<file path="src/rtl/vbi_anc_pkg.sv">
package vbi_anc_pkg;

  typedef enum logic [2:0] {
    SVC_NONE = 3'd0,
    SVC_TTX  = 3'd1,
    SVC_WSS  = 3'd2,
    SVC_CC   = 3'd3,
    SVC_VPS  = 3'd4
  } svc_e;

  typedef enum logic [2:0] {
    ST_HUNT,
    ST_DID,
    ST_SDID,
    ST_CNT,
    ST_ID0,
    ST_ID1,
    ST_PAY
  } pst_e;

  localparam logic [7:0] START_LO  = 8'h00;
  localparam logic [7:0] START_HI  = 8'hFF;
  localparam logic [7:0] ID_FIELD1 = 8'h91;
  localparam logic [7:0] ID_FIELD2 = 8'h55;

  function automatic logic has_odd_ones(input logic [7:0] b);
    return ^b;
  endfunction

endpackage

</file>
<file path="src/rtl/vbi_start_det.sv">
module vbi_start_det #(
  parameter int BYTE_W = 8
) (
  input  logic              clk,
  input  logic              rst_n,
  input  logic              take,
  input  logic [BYTE_W-1:0] byte_i,
  output logic              hit
);
  import vbi_anc_pkg::*;

  logic [BYTE_W-1:0] hist1, hist2;

  assign hit = (hist2 == START_LO) && (hist1 == START_HI) && (byte_i == START_HI);

  always_ff @(posedge clk) begin
    if (!rst_n) begin
      hist1 <= '1;
      hist2 <= '1;
    end else if (take) begin
      hist2 <= hist1;
      hist1 <= byte_i;
    end
  end
endmodule

</file>
<file path="src/rtl/vbi_svc_map.sv">
module vbi_svc_map (
  input  logic             [3:0] code,
  output vbi_anc_pkg::svc_e      svc,
  output logic                   known
);
  import vbi_anc_pkg::*;

  always_comb begin
    known = 1'b1;
    case (code)
      4'd1:    svc = SVC_TTX;
      4'd4:    svc = SVC_WSS;
      4'd6:    svc = SVC_CC;
      4'd9:    svc = SVC_VPS;
      default: begin
        svc   = SVC_NONE;
        known = 1'b0;
      end
    endcase
  end
endmodule

</file>
<file path="src/rtl/vbi_anc_parser.sv">
module vbi_anc_parser #(
  parameter int OFFS_W = 4,
  parameter int LN_W   = 6,
  parameter int CNT_W  = 6,
  localparam int LINE_W = ((OFFS_W > LN_W) ? OFFS_W : LN_W) + 1,
  localparam int REG_W  = CNT_W + 2
) (
  input  logic              clk,
  input  logic              rst_n,
  input  logic              in_valid,
  output logic              in_ready,
  input  logic [7:0]        in_data,
  input  logic [OFFS_W-1:0] line_offset,
  output logic              out_valid,
  input  logic              out_ready,
  output logic [7:0]        out_data,
  output logic              done,
  output logic [2:0]        svc_type,
  output logic [LINE_W-1:0] line,
  output logic              field2,
  output logic              err
);
  import vbi_anc_pkg::*;

  pst_e              st;
  svc_e              pk_type;
  svc_e              map_svc;
  logic              map_known;
  logic              pk_err;
  logic              pk_fld;
  logic [LINE_W-1:0] pk_line;
  logic [REG_W-1:0]  region;
  logic [REG_W-1:0]  idx;
  logic              fire, start_hit;
  logic              fin, fin_err, bad_par;

  assign in_ready = !out_valid || out_ready;
  assign fire     = in_valid && in_ready;

  vbi_start_det #(.BYTE_W(8)) u_start (
    .clk    (clk),
    .rst_n  (rst_n),
    .take   (fire),
    .byte_i (in_data),
    .hit    (start_hit)
  );

  vbi_svc_map u_map (
    .code  (in_data[3:0]),
    .svc   (map_svc),
    .known (map_known)
  );

  // End-of-packet decision for the byte taken this cycle
  always_comb begin
    fin     = 1'b0;
    fin_err = 1'b0;
    bad_par = (pk_type == SVC_CC) && (idx < REG_W'(2)) && !has_odd_ones(in_data);
    if (fire && !start_hit) begin
      case (st)
        ST_DID: begin
          if (in_data != ID_FIELD1 && in_data != ID_FIELD2) begin
            fin     = 1'b1;
            fin_err = 1'b1;
          end
        end
        ST_ID1: begin
          if (region == '0) begin
            fin     = 1'b1;
            fin_err = pk_err || (pk_type == SVC_CC);
          end
        end
        ST_PAY: begin
          if (idx == region - REG_W'(1)) begin
            fin     = 1'b1;
            fin_err = pk_err || bad_par;
          end
        end
        default: ;
      endcase
    end
  end

  // Packet state machine
  always_ff @(posedge clk) begin
    if (!rst_n) begin
      st      <= ST_HUNT;
      pk_type <= SVC_NONE;
      pk_err  <= 1'b0;
      pk_fld  <= 1'b0;
      pk_line <= '0;
      region  <= '0;
      idx     <= '0;
    end else if (fire) begin
      if (start_hit) begin
        st     <= ST_DID;
        pk_err <= 1'b0;
      end else begin
        case (st)
          ST_DID: begin
            pk_fld <= (in_data == ID_FIELD2);
            st     <= fin ? ST_HUNT : ST_SDID;
          end
          ST_SDID: begin
            pk_type <= map_svc;
            pk_err  <= !map_known;
            st      <= ST_CNT;
          end
          ST_CNT: begin
            region <= {in_data[CNT_W-1:0], 2'b00};
            st     <= ST_ID0;
          end
          ST_ID0: begin
            pk_line <= LINE_W'(in_data[LN_W-1:0]) + LINE_W'(line_offset);
            st      <= ST_ID1;
          end
          ST_ID1: begin
            idx <= '0;
            st  <= fin ? ST_HUNT : ST_PAY;
          end
          ST_PAY: begin
            idx    <= idx + REG_W'(1);
            pk_err <= pk_err || bad_par;
            if (fin) st <= ST_HUNT;
          end
          default: st <= ST_HUNT;
        endcase
      end
    end
  end

  // Payload output register
  always_ff @(posedge clk) begin
    if (!rst_n) begin
      out_valid <= 1'b0;
      out_data  <= '0;
    end else begin
      if (out_valid && out_ready) out_valid <= 1'b0;
      if (fire && !start_hit && st == ST_PAY) begin
        out_valid <= 1'b1;
        out_data  <= in_data;
      end
    end
  end

  // End-of-packet report
  always_ff @(posedge clk) begin
    if (!rst_n) begin
      done     <= 1'b0;
      err      <= 1'b0;
      svc_type <= '0;
      line     <= '0;
      field2   <= 1'b0;
    end else begin
      done <= fin;
      if (fin) begin
        err      <= fin_err;
        svc_type <= fin_err ? 3'd0 : pk_type;
        line     <= fin_err ? '0 : pk_line;
        field2   <= fin_err ? 1'b0 : pk_fld;
      end
    end
  end
endmodule

</file>
<file path="config.mk">
export PLATFORM = sky130hd
export DESIGN_NAME = vbi_anc_parser
export DESIGN_NICKNAME = d
export VERILOG_FILES = /design/src/rtl/vbi_anc_pkg.sv /design/src/rtl/vbi_start_det.sv /design/src/rtl/vbi_svc_map.sv /design/src/rtl/vbi_anc_parser.sv
export SDC_FILE = /design/constraint.sdc
export NUM_CORES = 1
export LEC_CHECK = 0
export BUFFER_PORTS_ARGS = -buffer_cell sky130_fd_sc_hd__buf_2
export CAP_MARGIN = 30
export CORE_MARGIN = 2
export CORE_UTILIZATION = 29
export CTS_CLUSTER_DIAMETER = 200
export DETAILED_ROUTE_END_ITERATION = 6
export PLACE_DENSITY_LB_ADDON = 0.2
export SYNTH_ARGS = -nofsm -noshare
export SYNTH_HDL_FRONTEND = slang
export SYNTH_HIERARCHICAL = 1
export SYNTH_SLANG_ARGS = --single-unit
</file>
<file path="constraint.sdc">
create_clock -name clk -period 6.3 [get_ports clk]
set_input_delay 0.63 -clock clk [delete_from_list [all_inputs] [get_ports clk]]
set_output_delay 0.63 -clock clk [all_outputs]
set_load 0.01 [all_outputs]
</file>
==> results.toml <==
[power]
pwr-share-comb_pct = 6.6
power_switching_mw = 0.251
swShare_pct = 23.7
seqPwrFrac_pct = 41.1
power_density_mw_per_mm2 = 272
finalPower_mw = 1.06
intPower_mw = 0.809
vdd_drop_max_mv = 0.120
clock_power_share_pct = 52.2
power.leakage_nw = 1.62

[sta]
finalHoldViolCount = 0
worstMarginPinSlew_ns = 0.852
fin_crit_sh_pct = 47.0
setup_violations = 0
clock_skew_ns = 0.00796
min_period_ns = 2.96
slew-limit-headroom_pct = 43.2
hold_ws_ns = 0.457
tns_ns = 0
grt_setup_unrepaired = "no"
fmax_mhz = 338
report.final.slew_viol_count = 0

[global_routing]
grt_max_degree = 41
grt_pass1_vias = 2521
grt_pass1_wl_um = 13300
antenna_found_initial = 0
grt_use_total_pct = 13.6
grt-ovfl-total = 0

[floorplan]
core_mm2 = 0.0110
fp.dieW_um = 111
die_area_mm2 = 0.0122
boundaryPins = 39
row_count = 38
initial_utilization_pct = 30.0
die_h_um = 111

[drt]
ant_nets = 0
via_per_inst = 4.96
routed.top_layer = "met4"
drt-total-wl_um = 8360
post_drt_wl_per_cell_um = 15.5
met1_length_um = 4190
drt-initial-drc-count = 116
dr_wl_met3_um = 307
via_count = 2681
drc = 0
firstDrtPassIters = 4
wl_met2_um = 3700

[synthesis]
synth_common_cells = "67 x dfxtp_1, 39 x nand2_1, 37 x nor2_1"
ys_seq_area_share_pct = 40.7
yosys-top-cells-area = "dfxtp_1 41%, mux2i_1 7.9%, ha_1 4.9%"
synth_cell_types = 55
synth_most_common_cell = "dfxtp_1"
syn_area_mm2 = 0.00330
syn_inst = 367
synth_top_area_share_pct = 40.7
ys_warn_count = 6
synth_edf_count = 0
postSynth.asyncResetShare_pct = 0
synth_largest_area_cell = "dfxtp_1"
syn_avg_cell_area_um2 = 8.99
synth_fp_nets = 397
ys_ff_latch = 67
synthFlopType = "dfxtp_1"

[setup_path]
worst_ep_arrival_time_ns = 3.23
max_stage_delay_ns = 0.60
crit_start = "in_data[7]"
critPathMaxFanout = 15
path_class = "input pin to register"
start_kind = "input pin"
r2r_start = "u_start/hist1[2]"
crit_path_top_delay_cell = "nor4_2"
cp_data_required_time_ns = 6.57
cp-end-kind = "register"
critical-path-top-cell-by-count = "nand4_1"
cp_cell_sequence = "buf_2, and4b_1, nand4_1, nor4_2, and3b_1, and3_1, nand4_1, mux2_1, nor2_1"

[cells_and_area]
stdcell_count = 540
areaGrowthSynthToFinish_pct = 18.2
n_antenna_cell = 0
fin_nets = 425
drive_gt1_share_pct = 17.5
final_util_pct = 35.5

[clock_network]
cts.sinks = 67
cts_root_buf = "clkbuf_16"
cts-resized-gates = 0
h-tree-depth = 3
clkTransAtPathRegs_ns = 0.06
cts_buffers = 9
holdBufCountCts = 0
clock_path_buffers = 2
cts_tree = "built"
cts_setup_buffers = 0
clk_latency_ns = 0.33

[run]
cap_violations = 0

[place]
gp_congestion = 0.797
io_buffers = 38
placed_cells = 524
hpwl_um = 5940

[worst_hold_path]
min_from = "out_data[6]"
holdCritPathClass = "register to register"

[outcome]
status = "finished, final reports clean"
-- worst paths after layout --
path	cells after the start	slack [ns]	end
min reg2reg	2	0.46	out_data[6]
min	2	0.46	out_data[6]
max reg2reg	8	3.43	idx[7]
max	9	3.34	idx[7]
-- critical path, delay by kind of cell --
kind                   cells  cell delay, ns
multiplexers               1            0.33
buffers and inverters      1            0.13
AND/OR/NAND/NOR            7            2.14
-- layout make-up --
class	instances	area (um2)
Fill cell	1149	7080
Clock inverter	7	98.8
Sequential cell	67	1340
Clock buffer	9	225
Multi-Input combinational cell	264	1800
Tap cell	140	175
Timing Repair Buffer	40	213
Inverter	13	48.8
-- sequential cells by signal (all words and copies together) (netlist names), 3 cells and up --
| signal | flops |
|---|---|
| idx | 8 |
| out_data | 8 |
| u_start/hist1 | 8 |
| u_start/hist2 | 8 |
| line | 7 |
| pk_line | 7 |
| region | 6 |
| pk_type | 3 |
| st | 3 |
| svc_type | 3 |
-- routing by layer --
metal  global-route usage (%)  vias to the layer above
met4                     5.67                        0
met1                     18.7                     1257
li1                         -                     1347
met2                     21.0                       63
met5                        0                        -
met3                     2.68                       14
-- logic make-up after synthesis --
family / after synthesis / share of synthesized area, %
AO/OA/AOI/OAI: 72 / 14.6
buffers and inverters: 36 / 4.89
flip-flops: 67 / 40.7
adder cells (fa/ha/maj): 14 / 5.54
AND/OR/NAND/NOR: 137 / 22.3
multiplexers: 28 / 8.57
XOR/XNOR: 13 / 3.45
-- power groups by stage --
stage                     Combinational (mW)  Clock, mW  Sequential [mW]
final                                 0.0703      0.553            0.436
after CTS                             0.0718      0.564            0.436
after floorplan                       0.0502          0            0.443
after global routing                  0.0783      0.580            0.436
after global placement                0.0703          0            0.445
after detailed placement              0.0716          0            0.445
-- layout by cell type, fill, tap and decap left out, types with 3 or more instances in the layout --
master,count
o21ai_0,11
and3b_1,3
xnor2_1,9
buf_2,38
nor3_1,5
dfxtp_1,67
mux2i_1,26
a31o_2,3
nand2b_1,5
o31ai_1,3
a22o_1,12
nand3_1,7
nand4_1,7
inv_6,3
nor2_1,37
a21oi_1,27
xor2_1,4
nor2b_1,4
nand3b_1,7
a31oi_1,3
ha_1,13
inv_1,13
nand2_1,39
clkbuf_16,9
and3_1,6
-- through the flow --
step	instance area, um2	setup slack [ns]
after floorplan	3300	3.82
after global placement	3560	2.98
after detailed placement	3570	2.97
after CTS	3900	3.33
after global routing	3900	3.12
final	3900	3.34
Note: power is estimated with default switching activity, not from simulation.
